### src/rtl/bch_enc_pkg.sv
package bch_enc_pkg;
  // Framing phase of the encoder
  typedef enum logic [1:0] {
    PH_IDLE = 2'd0,  // waiting for a start beat
    PH_MSG  = 2'd1,  // message beats being taken
    PH_PAR  = 2'd2   // remainder beats being emitted
  } bch_phase_e;
endpackage

### src/rtl/bch_lfsr_step.sv
// Combinational D-bit advance of the remainder register: the serial
// divide-by-g(x) step unrolled D times, earliest bit (MSB) first.
module bch_lfsr_step #(
  parameter int            PAR_BITS = 8,
  parameter int            DW       = 2,
  parameter logic [PAR_BITS:0] GEN_POLY = 9'h1D1
) (
  input  logic [PAR_BITS-1:0] rem_in,
  input  logic [DW-1:0]       bits_in,
  output logic [PAR_BITS-1:0] rem_out
);
  localparam logic [PAR_BITS-1:0] TAPS = GEN_POLY[PAR_BITS-1:0];

  logic [PAR_BITS-1:0] acc;
  logic                fb;

  always_comb begin
    acc = rem_in;
    fb  = 1'b0;
    for (int i = DW - 1; i >= 0; i--) begin
      fb  = bits_in[i] ^ acc[PAR_BITS-1];
      acc = (acc << 1) ^ ({PAR_BITS{fb}} & TAPS);
    end
    rem_out = acc;
  end
endmodule

### src/rtl/bch_frame_ctl.sv
// Beat counting and handshake for the message and remainder phases.
module bch_frame_ctl
  import bch_enc_pkg::*;
#(
  parameter int MSG_BEATS = 3,
  parameter int PAR_BEATS = 4
) (
  input  logic clk,
  input  logic rst,
  input  logic in_valid,
  input  logic in_sop,
  input  logic in_eop,
  input  logic slot_free,
  output logic in_ready,
  output logic take_msg,
  output logic first_beat,
  output logic emit_par,
  output logic last_par
);
  localparam int MCW = $clog2(MSG_BEATS + 1);
  localparam int PCW = $clog2(PAR_BEATS + 1);
  localparam logic [MCW-1:0] M_LAST = MCW'(MSG_BEATS - 1);
  localparam logic [PCW-1:0] P_LAST = PCW'(PAR_BEATS - 1);

  bch_phase_e     phase;
  logic [MCW-1:0] mcnt;
  logic [PCW-1:0] pcnt;
  logic           msg_open;
  logic           final_pend;
  logic           accept;
  logic           last_msg;

  assign msg_open   = (phase != PH_PAR);
  assign final_pend = (phase == PH_MSG) && (mcnt == M_LAST);
  assign in_ready   = msg_open && slot_free && !final_pend;
  assign accept     = in_valid && msg_open && slot_free;
  assign take_msg   = accept && ((phase == PH_MSG) || in_sop);
  assign first_beat = (phase == PH_IDLE);
  assign last_msg   = take_msg && final_pend;
  assign emit_par   = (phase == PH_PAR) && slot_free;
  assign last_par   = emit_par && (pcnt == P_LAST);

  always_ff @(posedge clk) begin
    if (rst) begin
      phase <= PH_IDLE;
      mcnt  <= '0;
      pcnt  <= '0;
    end else begin
      unique case (phase)
        PH_IDLE: if (take_msg) begin
          phase <= PH_MSG;
          mcnt  <= MCW'(1);
        end
        PH_MSG: if (take_msg) begin
          if (last_msg) begin
            phase <= PH_PAR;
            mcnt  <= '0;
            pcnt  <= '0;
          end else begin
            mcnt <= mcnt + MCW'(1);
          end
        end
        PH_PAR: if (emit_par) begin
          if (last_par) phase <= PH_IDLE;
          else          pcnt  <= pcnt + PCW'(1);
        end
        default: phase <= PH_IDLE;
      endcase
    end
  end

  // the beat taken as the last of a message must carry the end mark
  a_r3_final_has_eop: assert property (@(posedge clk) disable iff (rst)
    last_msg |-> in_eop);

  // no message beat is taken while remainder beats are pending
  a_r3_closed_in_parity: assert property (@(posedge clk) disable iff (rst)
    (emit_par && !last_par) |=> !in_ready);
endmodule

### src/rtl/bch_stream_enc.sv
// Systematic parallel BCH encoder: message pass-through, then remainder.
module bch_stream_enc #(
  parameter int                PAR_BITS = 8,
  parameter int                MSG_BITS = 6,
  parameter int                DW       = 2,
  parameter logic [PAR_BITS:0] GEN_POLY = 9'h1D1
) (
  input  logic          clk,
  input  logic          rst,
  input  logic          in_valid,
  output logic          in_ready,
  input  logic          in_sop,
  input  logic          in_eop,
  input  logic [DW-1:0] in_data,
  output logic          out_valid,
  input  logic          out_ready,
  output logic          out_sop,
  output logic          out_eop,
  output logic [DW-1:0] out_data
);
  localparam int MSG_BEATS = MSG_BITS / DW;
  localparam int PAR_BEATS = PAR_BITS / DW;

  if ((MSG_BITS % DW) != 0) begin : g_bad_msg
    $error("MSG_BITS must be a multiple of DW");
  end
  if ((PAR_BITS % DW) != 0) begin : g_bad_par
    $error("PAR_BITS must be a multiple of DW");
  end
  if (MSG_BEATS < 2) begin : g_bad_width
    $error("DW must be below MSG_BITS");
  end
  if (!GEN_POLY[PAR_BITS] || !GEN_POLY[0]) begin : g_bad_poly
    $error("GEN_POLY needs its top and constant terms set");
  end

  logic                slot_free;
  logic                take_msg;
  logic                first_beat;
  logic                emit_par;
  logic                last_par;
  logic [PAR_BITS-1:0] rem_q;
  logic [PAR_BITS-1:0] rem_base;
  logic [PAR_BITS-1:0] rem_nx;

  assign slot_free = !out_valid || out_ready;
  assign rem_base  = first_beat ? '0 : rem_q;

  bch_frame_ctl #(
    .MSG_BEATS (MSG_BEATS),
    .PAR_BEATS (PAR_BEATS)
  ) i_ctl (
    .clk        (clk),
    .rst        (rst),
    .in_valid   (in_valid),
    .in_sop     (in_sop),
    .in_eop     (in_eop),
    .slot_free  (slot_free),
    .in_ready   (in_ready),
    .take_msg   (take_msg),
    .first_beat (first_beat),
    .emit_par   (emit_par),
    .last_par   (last_par)
  );

  bch_lfsr_step #(
    .PAR_BITS (PAR_BITS),
    .DW       (DW),
    .GEN_POLY (GEN_POLY)
  ) i_step (
    .rem_in  (rem_base),
    .bits_in (in_data),
    .rem_out (rem_nx)
  );

  always_ff @(posedge clk) begin
    if (rst) begin
      rem_q     <= '0;
      out_valid <= 1'b0;
      out_sop   <= 1'b0;
      out_eop   <= 1'b0;
      out_data  <= '0;
    end else if (take_msg) begin
      rem_q     <= rem_nx;
      out_data  <= in_data;
      out_valid <= 1'b1;
      out_sop   <= first_beat;
      out_eop   <= 1'b0;
    end else if (emit_par) begin
      out_data  <= rem_q[PAR_BITS-1 -: DW];
      rem_q     <= rem_q << DW;
      out_valid <= 1'b1;
      out_sop   <= 1'b0;
      out_eop   <= last_par;
    end else if (slot_free) begin
      out_valid <= 1'b0;
      out_sop   <= 1'b0;
      out_eop   <= 1'b0;
    end
  end

  // a stalled beat is held unchanged
  a_r5_hold_on_stall: assert property (@(posedge clk) disable iff (rst)
    (out_valid && !out_ready) |=> (out_valid && $stable(out_data)
                                   && $stable(out_sop) && $stable(out_eop)));

  // after a non-final beat leaves, the next beat is not a start beat
  a_r4_no_sop_midword: assert property (@(posedge clk) disable iff (rst)
    (out_valid && out_ready && !out_eop) |=> !out_sop);

  // after a final beat leaves, output is empty or starts a new word
  a_r4_fresh_after_eop: assert property (@(posedge clk) disable iff (rst)
    (out_valid && out_ready && out_eop) |=> (!out_valid || out_sop));

  // a start beat taken from idle appears flagged on the next cycle
  a_r7_sop_from_idle: assert property (@(posedge clk) disable iff (rst)
    (take_msg && first_beat) |=> (out_valid && out_sop));
endmodule

### config.mk
export PLATFORM = sky130hd
export DESIGN_NAME = bch_stream_enc
export DESIGN_NICKNAME = d
export VERILOG_FILES = /design/src/rtl/bch_enc_pkg.sv /design/src/rtl/bch_lfsr_step.sv /design/src/rtl/bch_frame_ctl.sv /design/src/rtl/bch_stream_enc.sv
export SDC_FILE = /design/constraint.sdc
export NUM_CORES = 1
export LEC_CHECK = 0
export ABC_AREA = 1
export BUFFER_PORTS_ARGS = -buffer_cell sky130_fd_sc_hd__buf_2
export CAP_MARGIN = 30
export CORE_MARGIN = 2
export CORE_UTILIZATION = 55
export DETAILED_ROUTE_END_ITERATION = 12
export PLACE_DENSITY_LB_ADDON = 0.12
export SYNTH_ARGS = -nofsm -noshare
export SYNTH_HDL_FRONTEND = slang
export SYNTH_SLANG_ARGS = --single-unit
export TNS_END_PERCENT = 30
### constraint.sdc
create_clock -name clk -period 4 [get_ports clk]
set_input_delay 0 -clock clk [delete_from_list [all_inputs] [get_ports clk]]
set_output_delay 0 -clock clk [all_outputs]
set_load 0.01 [all_outputs]
==> metrics.md, run 1 <==
| Metric | Value |
|---|---|
| P_leak | `0.562 nW` |
| Synth Net Count | `159` |
| Wire length per cell | `11.8 um` |
| Post-Route WL | `2250 um` |
| CP max FO | `8` |
| Clock skew | `0.00126 ns` |
| Most used cell, CP | `inv_2` |
| Syn. warnings | `0` |
| Share of layout cells above drive strength 1 | `0.250` |
| I/O Pins | `14` |
| Final min period | `1.47 ns` |
| Final hold violations | `0` |
| Starting Density | `0.566` |
| RSZ-0062 raised after global routing | `false` |
| Clock slew at reported path FFs | `0.12 ns` |
| Sequential power share | `0.472` |
| Delay-heaviest family, CP | `simple AND/OR/NAND/NOR gates` |
| Final ANT Viol Nets | `0` |
| Largest net degree at the start of global routing | `15` |
| Max-cap violations | `0` |
| Reg2reg end | `rem_q[4]` |
| Top-area cell type share of the netlist area | `0.372` |
| Post-Syn Area | `0.00108 mm2` |
| Outcome | `completed` |
| FMAX | `679 MHz` |
| Row cnt | `16` |
| CTS root buf | `clkbuf_4` |
| Layout Nets | `176` |
| All-layer global routing usage | `0.216` |
| Grt ovf | `0` |
| Clk sinks | `20` |
| Ranking of synthesized cells by area | `dfxtp_1, nand2_1, a21oi_1, nand2_4, nand3_1` |
| Vias in the first global route | `826` |
| Worst Path Required | `4.21 ns` |
| Number of synthesized flops with an enable pin | `0` |
| CTS tree | `built` |
| Mean Syn Cell Area | `7.28 um2` |
| Kind of critical path | `reg2reg` |
| Vias | `992` |
| Placed cell area | `0.00117 mm2` |
| Final Slew Violations | `0` |
| Register bit count reported by yosys | `20` |
| Largest family of logic cells by synthesized area | `simple AND/OR/NAND/NOR gates` |
| Sw power | `0.126 mW` |
| Top-count cell post-synth | `nand2_1` |
| Detailed Routing Iterations Pass 1 | `4` |
| Initial antenna violation count | `0` |
| Compound-Gate Fraction of Synth Area | `0.157` |
| Fin area | `0.00123 mm2` |
| Worst Tran Pin Value | `0.296 ns` |
| Sw Ratio | `0.270` |
| Crit-path cells | `inv_2, nand2_2, nand2_2, inv_2, nand3_4, nand2_4, inv_2, nand2_1, nand2_1, nor2_1, nor2_1` |
| Yosys top cell by area | `dfxtp_1` |
| CTS H-Tree Depth | `1` |
| Reg2reg path depth | `11` |
| Synth Instances | `148` |
| Crit. End Element | `register` |
| PwrDens | `378 mW/mm2` |
| Dpl ws | `2.54 ns` |
| Worst R2R Setup Slack | `2.53 ns` |
| Multiplexer share of the synthesized area | `0` |
| Buf/Inv on CP | `3` |
| Synth Area in Adders | `0.0348` |
| Combinational share of power | `0.166` |
| Die span in x | `48.3 um` |
| # setup viols final | `0` |
| Critical path's slowest cell | `dfxtp_1` |
| Int Power | `0.339 mW` |
| Fin worst setup slack | `2.53 ns` |
| Post-Synth XOR/XNOR Area | `0` |
| Ys flop type | `dfxtp_1` |
| Die Ht | `48.3 um` |
| Clock power share | `0.362` |
| CTS resizes | `0` |
| Diodes inserted | `0` |
| Worst hold-check path type | `in2reg` |
| Layout area overhead | `14.2%` |
| Post-synthesis cell type count | `22` |
| WHS Path Cells | `3` |
| Die Area | `0.00233 mm2` |
| DP HPWL | `1690 um` |
| Core box area | `0.00190 mm2` |
| Most frequent cells after synthesis | `nand2_1, dfxtp_1, a21oi_1` |
| Sequential share of the synthesized area | `0.372` |
| Post-route clock period utilization | `0.368` |
| Worst VDD drop | `0.000264 V` |
| Iteration-0 DRC Markers | `16` |
| Port Buffers | `12` |
| GPL Wtd Cong | `0.856` |
| Worst hold start | `in_valid` |
| Skew-Pair Late Insertion Delay | `0.30 ns` |
| First-pass GRT wire length | `3430 um` |
| Via/cell ratio | `5.19` |
| Simple-Gate Fraction of Synth Area | `0.370` |
| Num CTS Buffers | `3` |
| WHS Endpoint | `out_valid` |
| Clk buf depth | `2` |
| Rel. slew slack | `0.802` |
| Setup TNS | `0 ns` |
| Async set or reset register ratio after synthesis | `0` |
| Slowest Stage Delay on Critical Path | `0.44 ns` |
| Reg2reg start | `i_ctl.phase[0]` |
| Remaining DRCs | `0` |
| CP arrival | `1.68 ns` |
| Filler cells | `185` |
| Startpoint types | `register` |
per-layer routing:
layer,up-vias,track usage,wire (um)
met2,17,0.400,1200
met4,0,0.0649,0
met1,458,0.245,985
li1,517,-,-
met3,0,0.0444,67
met5,-,0,0
power by group through the flow:
stage                     logic (mW)  registers [mW]  clock network (mW)
final                         0.0770           0.220               0.168
after global routing          0.0863           0.221               0.178
after CTS                     0.0771           0.219               0.172
after detailed placement      0.0758           0.224                   0
after global placement        0.0735           0.223                   0
after floorplan               0.0555           0.223                   0
cell families (layout without fill, tap and decap cells):
kind of cell / Yosys count / in the layout
AOI/OAI and AO/OA: 31 / 31
adders and majority gates: 3 / 3
buffers and inverters: 19 / 35
DFF: 20 / 20
and+or+nand+nor: 75 / 75
sequential cells by signal, summed over array words and instances, names as in the netlist:
signal and flops:
out_sop 1, i_ctl.mcnt 2, out_eop 1, out_valid 1
i_ctl.pcnt 3, out_data 2, i_ctl.phase 2, rem_q 8
stage by stage:
step	util	power, mW	instances	hold slack, ns
3_3_place_gp	0.614	0.297	186	0.291
4_1_cts	0.647	0.468	191	0.0193
6_report	0.647	0.465	191	0.0247
5_1_grt	0.647	0.486	191	0.0231
3_5_place_dp	0.614	0.300	186	0.301
2_1_floorplan	-	0.279	148	0.0691
cell type report:
type	count	area, um2	area share
clock inverter	1	30.0	0.0244
clock buffer	3	22.5	0.0183
sequential	20	400	0.326
multi-input combinational	109	606	0.492
tap	27	33.8	0.0275
timing repair buffer	13	70.1	0.0570
inverter	18	67.6	0.0549
cell usage in the layout, fill, tap and decap left out:
cell / count
nand4_1: 1
a31oi_1: 1
o22ai_1: 1
o21ai_0: 9
ha_1: 3
bufinv_16: 1
nor2_4: 1
nand3_4: 1
nand3_2: 1
inv_1: 12
dfxtp_1: 20
nand2_2: 6
or2_1: 1
clkbuf_4: 3
a21oi_2: 3
a21oi_1: 17
dlygate4sd3_1: 1
nand2_1: 34
nor2_2: 1
buf_2: 12
inv_2: 6
nor2_1: 13
nand4_4: 1
nand3_1: 10
nand2_4: 5
worst reg2reg max path, delay by kind of cell, from the launching register on:
kind,cells,cell delay [ns]
AND/OR/NAND/NOR,8,0.66
flip-flops,1,0.44
buffers and inverters,3,0.27
how the worst max path moves through the flow:
| stage | slack (ns) | startpoint | endpoint | cells after the start |
|---|---|---|---|---|
| 2_1_floorplan | 2.69 | out_valid | rem_q[4] | 10 |
| 3_3_place_gp | 2.56 | i_ctl.phase[0] | rem_q[4] | 11 |
| 3_5_place_dp | 2.54 | i_ctl.phase[0] | rem_q[4] | 11 |
| 4_1_cts | 2.53 | i_ctl.phase[0] | rem_q[4] | 11 |
| 5_1_grt | 2.40 | i_ctl.phase[1] | rem_q[4] | 11 |
| 6_report | 2.53 | i_ctl.phase[0] | rem_q[4] | 11 |
what timing repair did:
| item | CTS | global route |
|---|---|---|
| buffers inserted | 0 | 0 |
| hold buffers | 1 | 0 |
| endpoints found under the hold margin | 2 | 0 |
No activity file was read; power rests on OpenSTA's default activity.
==> run 2, diff against run 1 <==
==> constraint.sdc (replaced) <==
create_clock -name clk -period 1.43 [get_ports clk]
set_input_delay 0 -clock clk [delete_from_list [all_inputs] [get_ports clk]]
set_output_delay 0 -clock clk [all_outputs]
set_load 0.01 [all_outputs]
==> metrics.md, run 2 (synthesis results as in run 1) <==
| Metric | Value |
|---|---|
| Port Buffers | `12 (unchanged)` |
| Final hold violations | `0 (unchanged)` |
| Biggest register | `rem_q` |
| Outcome | `completed` |
| Setup TNS | `0 ns (unchanged)` |
| Skew-Pair Late Insertion Delay | `0.31 ns (about the same)` |
| Vias | `1,058 (+6.7%)` |
| Starting Density | `0.566 (unchanged)` |
| Most frequent cells in the layout | `nand2_1, a21oi_1, dfxtp_1` |
| Rel. slew slack | `0.824 (+0.0223)` |
| Vias in the first global route | `893 (+8.1%)` |
| Wire length per cell | `12.4 um (+5.5%)` |
| Clock slew at reported path FFs | `0.12 ns (about the same)` |
| PwrDens | `984 mW/mm2 (+160%)` |
| Largest net degree at the start of global routing | `15 (unchanged)` |
| CTS tree | `built` |
| Worst Path Required | `1.68 ns (-2.53 ns)` |
| Worst Tran Pin Value | `0.264 ns (-0.0326 ns)` |
| Commonest non-fill, non-tap cell in the layout | `nand2_1` |
| Max reg flops | `8 (unchanged)` |
| Num CTS Buffers | `3 (unchanged)` |
| Fin worst setup slack | `0.0203 ns (-2.51 ns)` |
| CTS H-Tree Depth | `1 (unchanged)` |
| Die Area | `0.00233 mm2 (unchanged)` |
| Core box area | `0.00190 mm2 (unchanged)` |
| Startpoint types | `register` |
| Max-cap violations | `0 (unchanged)` |
| Largest regs | `rem_q: 8 flops, i_ctl.pcnt: 3 flops` |
| Final min period | `1.41 ns (-0.0640 ns)` |
| GPL Wtd Cong | `0.882 (+3.0%)` |
| Clk sinks | `20 (unchanged)` |
| CTS root buf | `clkbuf_4` |
| Worst hold-check path type | `in2reg` |
| Clock skew | `0.00196 ns (+0.000699 ns)` |
| Grt ovf | `0 (unchanged)` |
| Share of layout cells above drive strength 1 | `0.362 (+0.112)` |
| First-pass GRT wire length | `3590 um (+4.6%)` |
| Remaining DRCs | `0 (unchanged)` |
| Initial antenna violation count | `0 (unchanged)` |
| CP max FO | `5 (-3)` |
| Layout area overhead | `29.8%` |
| Row cnt | `16 (unchanged)` |
| Die Ht | `48.3 um (unchanged)` |
| # setup viols final | `0 (unchanged)` |
| Die span in x | `48.3 um (unchanged)` |
| DP HPWL | `1680 um (-0.72%)` |
| RSZ-0062 raised after global routing | `true` |
| Worst VDD drop | `0.000775 V (+190%)` |
| Detailed Routing Iterations Pass 1 | `4 (unchanged)` |
| Iteration-0 DRC Markers | `25 (+9)` |
| Crit. End Element | `register` |
| Dpl ws | `-0.0331 ns (-2.57 ns)` |
| I/O Pins | `14 (unchanged)` |
| Via/cell ratio | `5.26 (+1.3%)` |
| CP arrival | `1.66 ns (-0.02 ns)` |
| Post-route clock period utilization | `0.986 (+0.617)` |
| Kind of critical path | `reg2reg` |
| Post-Route WL | `2500 um (+11%)` |
| P_leak | `0.633 nW (+13%)` |
| Layout Nets | `186 (+5.7%)` |
| Clk buf depth | `2 (unchanged)` |
| Final Slew Violations | `0 (unchanged)` |
| All-layer global routing usage | `0.226 (+0.00988)` |
| Diodes inserted | `0 (unchanged)` |
| Final ANT Viol Nets | `0 (unchanged)` |
| FMAX | `709 MHz (+4.5%)` |
## run 2: layer usage
| layer | GRT usage | vias up | wire length [um] |
|---|---|---|---|
| met3 | 0.0444 | 3 | 59 |
| met1 | 0.256 | 506 | 1040 |
| met2 | 0.411 | 16 | 1370 |
| li1 | - | 533 | - |
| met4 | 0.0865 | 0 | 25 |
| met5 | 0 | - | 0 |
## run 2: stage by stage
step,utilization,hold slack (ns),cells,total power [mW],cell area [um2]
final,0.736,0.0124,201,1.38,1400
after global routing,0.736,0.0297,201,1.44,1400
after CTS,0.660,0.0186,192,1.32,1250
after detailed placement,0.614,0.319,186,0.838,1170
after global placement,0.614,0.291,186,0.830,1170
after floorplan,-,0.0691,148,0.781,1080
## run 2: final cells by class
| type | instances | area, um2 |
|---|---|---|
| Inverter | 18 | 75.1 |
| Clock buffer | 3 | 22.5 |
| Sequential cell | 20 | 409 |
| Timing Repair Buffer | 23 | 170 |
| Tap cell | 27 | 33.8 |
| Fill cell | 145 | 503 |
| Multi-Input combinational cell | 109 | 658 |
| Clock inverter | 1 | 30.0 |
## run 2: critical path, cell delays in order, from the launching register on
cell and delay, ns:
dfxtp_4 0.40, inv_4 0.09, nand2_4 0.06, nand2_4 0.09, nand2_4 0.06, nor2_4 0.14
nand2_4 0.08, a21oi_2 0.18, nand2_1 0.08, a21oi_1 0.14
## run 2: timing repair
item | 4_1_cts | 5_1_grt
setup endpoints to repair | 4 | 12
cloned | 0 | 0
buffers inserted | 1 | 9
hold buffers | 1 | 0
pin swaps | 1 | 10
gates resized for setup | 3 | 22
hold endpoints to repair | 2 | 0
## run 2: report_power, final
group,switching [mW],internal [mW],total (mW)
combinational,0.163,0.122,0.285
clock,0.191,0.284,0.475
sequential,0.0270,0.589,0.616
## run 2: path summary, 6_finish.rpt
check	to	start	cells past startpoint	slack (ns)
max	i_ctl.pcnt[1]	i_ctl.phase[1]	9	0.02
min	rem_q[4]	rst	2	0.01
max reg2reg	i_ctl.pcnt[1]	i_ctl.phase[1]	9	0.02
min reg2reg	i_ctl.pcnt[2]	i_ctl.pcnt[2]	2	0.47
==> run 3, diff against run 2 <==
--- a/config.mk
+++ b/config.mk
@@ -8,8 +8,10 @@
 export ABC_AREA = 1
 export BUFFER_PORTS_ARGS = -buffer_cell sky130_fd_sc_hd__buf_2
 export CAP_MARGIN = 30
+export CELL_PAD_IN_SITES_DETAIL_PLACEMENT = 1
+export CELL_PAD_IN_SITES_GLOBAL_PLACEMENT = 1
 export CORE_MARGIN = 2
-export CORE_UTILIZATION = 55
+export CORE_UTILIZATION = 40
 export DETAILED_ROUTE_END_ITERATION = 12
 export PLACE_DENSITY_LB_ADDON = 0.12
 export SYNTH_ARGS = -nofsm -noshare
==> metrics.md, run 3 (synthesis results as in run 1) <==
| Metric | Value |
|---|---|
| Final ANT Viol Nets | `0 (unchanged)` |
| Post-Route WL | `3060 um (+23%)` |
| Buf/Inv on CP | `3 (+2)` |
| Die Ht | `55.9 um (+16%)` |
| Critical path's slowest cell | `dfxtp_4` |
| Row cnt | `18 (+2)` |
| WHS | `0.0327 ns (+0.0203 ns)` |
| Grt ovf | `0 (unchanged)` |
| Detailed Routing Iterations Pass 1 | `4 (unchanged)` |
| Clk buf depth | `2 (unchanged)` |
| CTS H-Tree Depth | `1 (unchanged)` |
| Via/cell ratio | `5.19 (-1.5%)` |
| P_leak | `0.645 nW (+1.9%)` |
| Worst Tran Pin Value | `0.284 ns (+0.0205 ns)` |
| Worst Path Required | `1.69 ns (about the same)` |
| Crit. End Element | `register` |
| Final Slew Violations | `0 (unchanged)` |
| Skew-Pair Late Insertion Delay | `0.31 ns (about the same)` |
| Wl on met1 | `1190 um (+14%)` |
| Worst VDD drop | `0.000545 V (-30%)` |
| CP max FO | `6 (+1)` |
| Largest regs | `rem_q: 8 flops, i_ctl.pcnt: 3 flops` |
| DP HPWL | `2080 um (+24%)` |
| Biggest register | `rem_q` |
| Rel. slew slack | `0.811 (-0.0135)` |
| RSZ-0062 raised after global routing | `true` |
| Most used cell, CP | `inv_2` |
| Outcome | `finished with violations` |
| Commonest non-fill, non-tap cell in the layout | `nand2_1` |
| Max reg flops | `8 (unchanged)` |
| Starting Density | `0.427 (-0.139)` |
| Int Power | `0.994 mW (-0.18%)` |
| Routed length on met3 | `109 um (+85%)` |
| Clock skew | `0.00581 ns (+0.00384 ns)` |
| Diodes inserted | `0 (unchanged)` |
| Worst hold-check path type | `in2reg` |
| Layout Nets | `192 (+3.2%)` |
| Share of layout cells above drive strength 1 | `0.367 (+0.00460)` |
| Max-cap violations | `0 (unchanged)` |
| Routed met2 length | `1730 um (+27%)` |
| Num CTS Buffers | `3 (unchanged)` |
| First-pass GRT wire length | `4860 um (+36%)` |
| Layout area overhead | `30.3%` |
| Worst R2R Setup Slack | `-0.02 ns (-0.04 ns)` |
| CP arrival | `1.70 ns (+0.04 ns)` |
| CTS root buf | `clkbuf_4` |
| Sw Ratio | `0.279 (+0.00212)` |
| Core box area | `0.00252 mm2 (+33%)` |
| WHS Path Cells | `2 (unchanged)` |
| GPL Wtd Cong | `0.767 (-13%)` |
| Clk sinks | `20 (unchanged)` |
| Die span in x | `55.9 um (+16%)` |
| Largest net degree at the start of global routing | `15 (unchanged)` |
| Vias in the first global route | `1,127 (+26%)` |
| Tot Pwr | `1.38 mW (+0.11%)` |
| Vias | `1,089 (+2.9%)` |
| Crit path depth | `10 (+1)` |
| Iteration-0 DRC Markers | `14 (-44%)` |
| Clock power share | `0.346 (about the same)` |
| Wire length per cell | `14.6 um (+17%)` |
| Fin area | `0.00140 mm2 (+0.36%)` |
| Placed cell area | `0.00122 mm2 (+4.8%)` |
| I/O Pins | `14 (unchanged)` |
| Sequential power share | `0.447 (about the same)` |
| Delay-heaviest family, CP | `simple AND/OR/NAND/NOR gates` |
| Die Area | `0.00312 mm2 (+34%)` |
| CTS tree | `built` |
| Most frequent cells in the layout | `nand2_1, dfxtp_1, a21oi_1, buf_4` |
| Highest metal used | `met4` |
| Fin worst setup slack | `-0.0151 ns (-0.0354 ns)` |
| Failing checks | `negative setup slack` |
| # setup viols final | `2 (+2)` |
| Kind of critical path | `reg2reg` |
| PwrDens | `981 mW/mm2 (-0.25%)` |
| Sw power | `0.384 mW (+0.88%)` |
| Slowest Stage Delay on Critical Path | `0.41 ns (about the same)` |
| Startpoint types | `register` |
| Initial antenna violation count | `0 (unchanged)` |
| Port Buffers | `12 (unchanged)` |
| Post-route clock period utilization | `1.01 (+0.0248)` |
| Final hold violations | `0 (unchanged)` |
| Clock slew at reported path FFs | `0.13 ns (about the same)` |
| Remaining DRCs | `0 (unchanged)` |
| Crit-path cells | `inv_2, nand2_2, inv_2, nand2_4, inv_2, nand2_1, nand2_1, a21oi_4, nand2_2, a21oi_2` |
| Reg2reg path depth | `10 (+1)` |
| FMAX | `692 MHz (-2.5%)` |
| All-layer global routing usage | `0.192 (-0.0338)` |
| Combinational share of power | `0.207 (about the same)` |
| Final min period | `1.45 ns (+0.0354 ns)` |
==> run 3: cell types whose count changed in the layout (fill, tap and decap cells not counted), sizes merged <==
cell  delta
buf      +6
==> run 3: path summary, 6_finish.rpt <==
| path | startpoint | end |
|---|---|---|
| setup / recovery | i_ctl.phase[0] | i_ctl.pcnt[2] |
| hold / removal | rst | i_ctl.pcnt[2] |
| setup reg to reg | i_ctl.phase[0] | i_ctl.pcnt[2] |
| hold reg to reg | rem_q[1] | rem_q[1] |
==> run 3: metrics by stage <==
| step | TNS (ns) | util | worst slack [ns] | cells |
|---|---|---|---|---|
| 5_1_grt | -0.777 | 0.557 | -0.124 | 210 |
| 2_1_floorplan | 0 | - | 0.123 | 148 |
| 3_3_place_gp | 0 | 0.485 | 0.00299 | 196 |
| 3_5_place_dp | -0.0369 | 0.485 | -0.0369 | 196 |
| 6_report | -0.0198 | 0.557 | -0.0151 | 210 |
| 4_1_cts | 0 | 0.511 | 0.00487 | 201 |
==> run 3: worst reg2reg max path, delay by kind of cell (launching register included) <==
kind	cells	cell delay [ns]
AOI/OAI and AO/OA	2	0.29
and+or+nand+nor	5	0.52
DFF	1	0.41
buffers and inverters	3	0.16
==> run 3: power groups by stage <==
stage          clock network (mW)  logic [mW]  registers [mW]
2_1_floorplan                   0       0.155           0.625
3_3_place_gp                    0       0.231           0.625
3_5_place_dp                    0       0.240           0.627
4_1_cts                     0.487       0.243           0.615
5_1_grt                     0.501       0.320           0.622
6_report                    0.476       0.285           0.616
==> run 3: cell type report <==
class                   count  area, um2
repair buffers             29        190
well taps                  30       37.5
clock inverters             1       30.0
flip-flops and latches     20        409
inverters                  18       75.1
multi-input cells         109        639
clock buffers               3       22.5
fillers                   345       1120
==> run 3: timing repair <==
item | 4_1_cts | 5_1_grt
resized for setup | 2 | 16
hold endpoints to repair | 2 | 0
setup endpoints to repair | 11 | 14
hold buffers | 1 | 0
pin swaps | 0 | 6
setup buffers | 0 | 9
==> run 3: routing by layer <==
metal  up-vias  track usage
met5         -            0
met4         0       0.0510
met3         4       0.0233
met2        18        0.364
met1       521        0.226
li1        546            -
